[src/rtl/ecap_walker.sv]
module ecap_walker #(
  parameter int LIST_BASE  = 'h100,
  parameter int MAX_VISITS = 1024
) (
  input  logic        clk,
  input  logic        rst_n,
  input  logic        find_req,
  input  logic        app_req,
  input  logic [15:0] req_id,
  input  logic [3:0]  req_ver,
  input  logic [11:0] app_off,
  output logic        rd_en,
  output logic [11:0] rd_addr,
  input  logic [31:0] rd_data,
  output logic        wr_en,
  output logic [11:0] wr_addr,
  output logic [31:0] wr_data,
  output logic        busy,
  output logic        done,
  output logic [11:0] result,
  output logic        err
);
  localparam int AW = 12;
  localparam int CW = $clog2(MAX_VISITS + 1);
  localparam logic [AW-1:0] BASE  = AW'(LIST_BASE);
  localparam logic [AW-1:0] LIMIT = AW'((1 << AW) - 8);
  localparam logic [CW-1:0] LAST  = CW'(MAX_VISITS - 1);

  typedef enum logic [2:0] {S_IDLE, S_RD, S_CHK, S_WTAIL, S_WNEW} st_t;

  st_t            st;
  logic [AW-1:0]  cur, off_q;
  logic [15:0]    id_q;
  logic [3:0]     ver_q;
  logic [19:0]    tail_lo;
  logic           is_app;
  logic [CW-1:0]  cnt;
  logic           done_q, err_q;
  logic [AW-1:0]  res_q;

  wire [AW-1:0] nxt     = rd_data[31:20];
  wire          bad_off = (app_off[1:0] != 2'b00) || (app_off < BASE) || (app_off > LIMIT);
  wire          bad_nxt = (nxt < BASE) || (nxt > LIMIT);

  assign busy    = (st != S_IDLE);
  assign done    = done_q;
  assign err     = err_q;
  assign result  = res_q;
  assign rd_en   = (st == S_RD);
  assign rd_addr = cur;
  assign wr_en   = (st == S_WTAIL) || (st == S_WNEW);
  assign wr_addr = (st == S_WTAIL) ? cur : off_q;
  assign wr_data = (st == S_WTAIL) ? {off_q, tail_lo} : {12'h000, ver_q, id_q};

  always_ff @(posedge clk or negedge rst_n) begin
    if (!rst_n) begin
      st      <= S_IDLE;
      cur     <= BASE;
      off_q   <= '0;
      id_q    <= '0;
      ver_q   <= '0;
      tail_lo <= '0;
      is_app  <= 1'b0;
      cnt     <= '0;
      done_q  <= 1'b0;
      err_q   <= 1'b0;
      res_q   <= '0;
    end else begin
      done_q <= 1'b0;
      unique case (st)
        S_IDLE: begin
          cur <= BASE;
          cnt <= '0;
          if (find_req) begin
            is_app <= 1'b0;
            id_q   <= req_id;
            st     <= S_RD;
          end else if (app_req) begin
            is_app <= 1'b1;
            id_q   <= req_id;
            ver_q  <= req_ver;
            off_q  <= app_off;
            if (bad_off) begin
              done_q <= 1'b1; err_q <= 1'b1; res_q <= '0;
            end else if (app_off == BASE) begin
              st <= S_WNEW;
            end else begin
              st <= S_RD;
            end
          end
        end
        S_RD: st <= S_CHK;
        S_CHK: begin
          if (cur == BASE && rd_data == 32'h0) begin
            st <= S_IDLE; done_q <= 1'b1; err_q <= is_app; res_q <= '0;
          end else if (!is_app && rd_data[15:0] == id_q) begin
            st <= S_IDLE; done_q <= 1'b1; err_q <= 1'b0; res_q <= cur;
          end else if (nxt == '0) begin
            if (is_app) begin
              tail_lo <= rd_data[19:0];
              st      <= S_WTAIL;
            end else begin
              st <= S_IDLE; done_q <= 1'b1; err_q <= 1'b0; res_q <= '0;
            end
          end else if (bad_nxt || cnt == LAST) begin
            st <= S_IDLE; done_q <= 1'b1; err_q <= 1'b1; res_q <= '0;
          end else begin
            cur <= nxt;
            cnt <= cnt + 1'b1;
            st  <= S_RD;
          end
        end
        S_WTAIL: st <= S_WNEW;
        S_WNEW: begin
          st <= S_IDLE; done_q <= 1'b1; err_q <= 1'b0; res_q <= off_q;
        end
        default: st <= S_IDLE;
      endcase
    end
  end
endmodule

[config.mk]
export PLATFORM = sky130hd
export DESIGN_NAME = ecap_walker
export DESIGN_NICKNAME = d
export VERILOG_FILES = /design/src/rtl/ecap_walker.sv
export SDC_FILE = /design/constraint.sdc
export NUM_CORES = 1
export LEC_CHECK = 0
export BUFFER_PORTS_ARGS = -buffer_cell sky130_fd_sc_hd__buf_2
export CORE_UTILIZATION = 30
export DETAILED_ROUTE_END_ITERATION = 8
export SLEW_MARGIN = 15
export SYNTH_ARGS = -nofsm -noshare
export SYNTH_HDL_FRONTEND = slang
export SYNTH_SLANG_ARGS = --single-unit
[constraint.sdc]
create_clock -name clk -period 3.7 [get_ports clk]
set_input_delay 0.555 -clock clk [delete_from_list [all_inputs] [get_ports clk]]
set_output_delay 0.555 -clock clk [all_outputs]
set_load 0.05 [all_outputs]
==> impl_metrics.env, run 1 <==
export IMPL_async_flop_share=1.00
export IMPL_yosysSeqAreaShare=0.494
export IMPL_maxCapViolations=0
export IMPL_netlist_instances=463
export IMPL_critPathTopFamily="simple AND/OR/NAND/NOR gates"
export IMPL_rows=45
export IMPL_port_buffers=140
export IMPL_synth_fp_nets=532
export IMPL_critPathCaptureType="primary output"
export IMPL_crit_path_start_kind="flop"
export IMPL_min_path_type="primary input to async pin"
export IMPL_p_int_mw=2.64
export IMPL_synth_area_leaders="dfrtp_1 (49%), mux2_2 (12%), nand2_1 (7.8%)"
export IMPL_die_area_um2=16200
export IMPL_seqCellArea_um2=2330
export IMPL_multi_input_area_um2=2200
export IMPL_detail_route_wl_per_cell_um=16.4
export IMPL_cp_data_arrival_time_ns=2.45
export IMPL_cts_hold_buf=0
export IMPL_clock_skew_ns=0.00928
export IMPL_relSlewSlack=0.361
export IMPL_drive_gt1_frac=0.373
export IMPL_cts_setup_buffers=0
export IMPL_switching_share=0.520
export IMPL_fmax_mhz=333
export IMPL_worstMarginPinSlew_ns=0.957
export IMPL_yosysWarningCount=0
export IMPL_setup_viol=0
export IMPL_antenna_found_initial=1
export IMPL_synth_cell_types=53
export IMPL_net_switching_power_mw=2.87
export IMPL_cp_cell_sequence="nand3b_1 > o21ai_0 > buf_2"
export IMPL_fin_nets=673
export IMPL_status="finished clean"
export IMPL_grt_ovfl_total=0
export IMPL_netlist_area_leader_share=0.488
export IMPL_fillers=1513
export IMPL_synth_most_common_cell="nand2_1"
export IMPL_crit_required_ns=3.14
export IMPL_vias_per_cell=4.85
export IMPL_dr_total_vias=3983
export IMPL_tns_ns=0
export IMPL_power_frac_comb=0.526
export IMPL_synth_commonest_cells="nand2_1 (98), dfrtp_1 (92), mux2_2 (50)"
export IMPL_place_hpwl_mm=10.2
export IMPL_slew_violations=0
export IMPL_power_mw=5.51
export IMPL_clkPwrFrac=0.171
export IMPL_pwr_share_seq=0.302
export IMPL_crit_buf_inv=1
export IMPL_cp_max_fo=24
export IMPL_slowest_delay_ns=0.74
export IMPL_die_h_um=127
export IMPL_synth_area_um2=4720
export IMPL_ctsHtreeMaxLevel=3
export IMPL_p_leak_nw=3.02
export IMPL_syn_avg_cell_area_um2=10.2
export IMPL_startpoint="st[2]"
export IMPL_core_um2=15300
export IMPL_clock_latency_ns=0.35
export IMPL_finalHoldViolCount=0
export IMPL_slowest_stage="nand3b_1"
export IMPL_ys_flop_type="dfrtp_1"
export IMPL_drc=0
export IMPL_finalCriticalPeriod_ns=3.00
export IMPL_cts_resized=0
export IMPL_criticalPathCategory="flop to primary output"
export IMPL_grt_start_max_net_pins=57
export IMPL_routed_wl_mm=13.5
export IMPL_numCtsBuffers=9
export IMPL_ir_drop_mv=0.371
export IMPL_drt_pass1_iter_count=4
export IMPL_initial_utilization=0.309
export IMPL_synth_edff_count=0
export IMPL_drt_iter0_drc=191
export IMPL_grt_first_pass_wirelength_mm=21.6
export IMPL_clock_root_buffer="clkbuf_16"
export IMPL_antenna_left=0
export IMPL_area_growth_pct=26.3
export IMPL_max_clock_path_buffers=2
export IMPL_path_clk_slew_ns=0.07
export IMPL_fin_crit_sh=0.812
export IMPL_synth_top_area_cell="dfrtp_1"
export IMPL_track_usage=0.173
export IMPL_ios=141
export IMPL_gp_congestion=0.826
export IMPL_ys_seq_elements=93
export IMPL_rsz0062_at_grt="false"
export IMPL_die_x_um=127
export IMPL_power_density_nw_per_um2=925
export IMPL_cts_sinks=93
export IMPL_tritoncts="done"
export IMPL_first_global_vias=4089
export IMPL_regToRegStartpoint="cnt[0]"
-- through the flow --
stage          instance area, um^2  std cells   util  worst slack (ns)  hold WS (ns)
4_1_cts                       5960        820  0.390             0.705         0.287
3_5_place_dp                  5650        804  0.371             0.967         0.469
3_3_place_gp                  5650        804  0.371              1.02         0.477
2_1_floorplan                 4720        463      -              1.20         0.259
5_1_grt                       5960        820  0.390             0.572         0.308
6_report                      5960        821  0.390             0.695         0.251
-- final timing paths --
| kind | endpoint | slack, ns | cells past startpoint |
|---|---|---|---|
| max | wr_addr[0] | 0.70 | 3 |
| min | id_q[11] | 0.25 | 1 |
| max reg2reg | err | 1.04 | 7 |
| min reg2reg | result[4] | 0.49 | 1 |
| max in group asynchronous | id_q[5] | 2.66 | 2 |
| min in group clk | id_q[7] | 0.44 | 3 |
-- per-layer routing --
layer  GRT usage  vias to the layer above  wire length, um
met5           0                        -                0
met4      0.0742                        0              297
met3      0.0289                       21              637
met2       0.281                      121             6380
met1       0.228                     1931             6190
li1            -                     1910                -
-- sequential cells by signal, summed over array words and instances (netlist names) --
signal,count
done,1
cnt,11
id_q,16
st,3
is_app,1
tail_lo,20
ver_q,4
rd_addr,12
off_q,12
err,1
result,12
-- power groups by stage --
stage | registers [mW] | clock network [mW] | logic, mW
2_1_floorplan | 1.97 | 0 | 1.85
3_3_place_gp | 1.67 | 0 | 2.88
3_5_place_dp | 1.68 | 0 | 2.91
4_1_cts | 1.66 | 0.972 | 2.92
5_1_grt | 1.71 | 1.01 | 3.09
6_report | 1.67 | 0.944 | 2.90
-- final cells by class --
type | instances | area share
Tap cell | 211 | 0.0443
Antenna cell | 1 | 0.000420
Clock inverter | 7 | 0.0128
Sequential cell | 93 | 0.391
Clock buffer | 9 | 0.0378
Inverter | 23 | 0.0145
Multi-Input combinational cell | 328 | 0.370
Timing Repair Buffer | 149 | 0.129
-- placed cells by master, fill, tap and decap left out, types with 5 or more instances in the layout --
master and count:
a21o_1 11, a21oi_1 9, a22o_1 11, and2_1 13, buf_2 139, buf_4 10, clkbuf_16 9, dfrtp_1 92
inv_1 22, mux2_2 50, mux2i_1 10, nand2_1 98, nand3_1 11, nand4_1 5, nor2_1 6, nor3_1 7
nor4_1 18, o21ai_0 24, xor2_1 11
-- worst reg2reg max path, stage by stage, from the launching register on --
cell	delay [ns]
dfrtp_1	0.41
ha_1	0.24
nand4_1	0.24
nor4_1	0.09
nor3_1	0.33
o21ai_0	0.18
a31oi_2	0.64
mux2_2	0.41
-- cells by family after synthesis --
logic type	after synthesis	synth area share
fa+ha+maj	1	0.00265
compound gates	71	0.103
mux	60	0.141
xor+xnor	13	0.0241
simple gates	183	0.195
flops	93	0.494
buf+inv	42	0.0403
Note: power is estimated with default switching activity, not from simulation.
==> inputs of run 2 (changes only) <==
==> constraint.sdc (replaced) <==
create_clock -name clk -period 2.9 [get_ports clk]
set_input_delay 0.435 -clock clk [delete_from_list [all_inputs] [get_ports clk]]
set_output_delay 0.435 -clock clk [all_outputs]
set_load 0.05 [all_outputs]
==> run 2 against run 1 <==
Non-clock buffer count is 6 higher; largest cell class unchanged; final area grew 0.76%; combinational power grew 29%; routed wire length is 1.1% higher; via count grew 1.3%; global-route usage down 0.067 points; clock skew about the same; setup slack worse by 0.31 ns; first-iteration DRC count rose by 68%; utilization rose by 0.30 points; clock-buffer cell count unchanged; sequential power increased by 28%.
==> impl_metrics.env, run 2 (synthesized netlist as in run 1, its figures left out) <==
export IMPL_clock_latency_ns=0.35
export IMPL_tns_ns=0
export IMPL_drt_iter0_drc=321
export IMPL_first_global_vias=3919
export IMPL_area_growth_pct=27.3
export IMPL_setup_viol=0
export IMPL_slowest_delay_ns=0.54
export IMPL_antenna_found_initial=0
export IMPL_critPathCaptureType="primary output"
export IMPL_rows=45
export IMPL_cts_setup_buffers=0
export IMPL_numCtsBuffers=9
export IMPL_initial_utilization=0.309
export IMPL_crit_required_ns=2.47
export IMPL_antennaDiodeCount=0
export IMPL_whs_ns=0.120
export IMPL_finalHoldViolCount=0
export IMPL_regMostFlops="tail_lo"
export IMPL_gp_congestion=0.811
export IMPL_criticalPathCategory="flop to primary output"
export IMPL_net_switching_power_mw=3.69
export IMPL_die_h_um=127
export IMPL_status="finished clean"
export IMPL_path_common_cell="nand2_1"
export IMPL_fmax_mhz=398
export IMPL_critPathTopFamily="simple AND/OR/NAND/NOR gates"
export IMPL_cp_data_arrival_time_ns=2.08
export IMPL_cp_max_fo=13
export IMPL_tritoncts="done"
export IMPL_clkPwrFrac=0.164
export IMPL_cts_hold_buf=0
export IMPL_detail_route_wl_per_cell_um=16.5
export IMPL_die_area_um2=16200
export IMPL_slew_violations=0
export IMPL_switching_share=0.525
export IMPL_final_common_cell="buf_2"
export IMPL_maxCapViolations=0
export IMPL_clock_skew_ns=0.00962
export IMPL_relSlewSlack=0.556
export IMPL_track_usage=0.172
export IMPL_p_leak_nw=3.04
export IMPL_port_buffers=140
export IMPL_layout_common_cells="buf_2 (139), nand2_1 (98), dfrtp_1 (92)"
export IMPL_fin_nets=679
export IMPL_largestRegisters="tail_lo: 20 flops, id_q: 16 flops"
export IMPL_place_hpwl_mm=10.4
export IMPL_routed_wl_mm=13.6
export IMPL_max_clock_path_buffers=2
export IMPL_crit_buf_inv=2
export IMPL_pwr_share_seq=0.304
export IMPL_power_density_nw_per_um2=1170
export IMPL_p_int_mw=3.34
export IMPL_worstMarginPinSlew_ns=0.666
export IMPL_core_um2=15300
export IMPL_die_x_um=127
export IMPL_clock_root_buffer="clkbuf_16"
export IMPL_cts_resized=0
export IMPL_r2r_end="result[11]"
export IMPL_grt_ovfl_total=0
export IMPL_ctsHtreeMaxLevel=3
export IMPL_ios=141
export IMPL_ir_drop_mv=0.418
export IMPL_slowest_stage="and3b_1"
export IMPL_regToRegStartpoint="rd_addr[10]"
export IMPL_cts_sinks=93
export IMPL_grt_start_max_net_pins=50
export IMPL_drive_gt1_frac=0.379
export IMPL_antenna_left=0
export IMPL_rrSetupSlack_ns=0.54
export IMPL_cp_cell_sequence="and3b_1 > buf_4 > nand2_1 > nand2_1 > buf_2"
export IMPL_min_path_type="primary input to async pin"
export IMPL_drt_pass1_iter_count=4
export IMPL_finalCriticalPeriod_ns=2.51
export IMPL_grt_first_pass_wirelength_mm=21.2
export IMPL_crit_path_start_kind="flop"
export IMPL_rsz0062_at_grt="false"
export IMPL_drc=0
export IMPL_power_frac_comb=0.533
export IMPL_path_clk_slew_ns=0.07
export IMPL_largest_register_ff_count=20
export IMPL_dr_total_vias=4035
export IMPL_r2r_cells=7
export IMPL_vias_per_cell=4.88
export IMPL_fin_crit_sh=0.867
run 2: changes by cell type in the layout (fill, tap and decap cells not counted), sizes merged:
cell / change
buf: +6
bufinv: -1
inv: +4
diode: -1
clkinv: -3
run 2: power by group through the flow:
stage | clock [mW] | sequential, mW | combinational, mW
after floorplan | 0 | 2.51 | 2.35
after global placement | 0 | 2.13 | 3.73
after detailed placement | 0 | 2.16 | 3.76
after CTS | 1.19 | 2.13 | 3.77
after global routing | 1.24 | 2.19 | 3.96
final | 1.15 | 2.13 | 3.74
run 2: metal layers:
layer	part of all wire	vias to the layer above	wire, um	global-route usage
met5	0	-	0	0
met4	0.0075	0	103	0.0476
met3	0.049	6	662	0.0322
met2	0.48	112	6580	0.278
met1	0.46	1993	6300	0.237
li1	-	1924	-	-
run 2: stage by stage:
step	setup slack, ns	area [um^2]	util	total power, mW	instances
6_report	0.386	6000	0.393	7.02	826
5_1_grt	0.219	6000	0.393	7.39	826
4_1_cts	0.334	6000	0.393	7.09	826
3_5_place_dp	0.401	5710	0.374	5.92	810
3_3_place_gp	0.463	5710	0.374	5.86	810
2_1_floorplan	0.519	4720	-	4.86	463
run 2: cell type report:
cell class	count	area [um^2]
repair buffers	155	828
inverters	23	86.3
multi-input cells	328	2200
clock inverters	7	66.3
well taps	211	264
clock buffers	9	225
fillers	1551	9260
flip-flops and latches	93	2330
run 2: worst max path at each step:
stage / start / to / slack, ns / depth (start not counted)
6_report: st[2] / wr_data[14] / 0.39 / 5
5_1_grt: st[2] / wr_data[13] / 0.22 / 5
4_1_cts: st[2] / wr_data[13] / 0.33 / 5
3_5_place_dp: rd_data[31] / tail_lo[15] / 0.40 / 7
3_3_place_gp: rd_data[31] / tail_lo[9] / 0.46 / 7
2_1_floorplan: st[2] / wr_addr[0] / 0.52 / 3
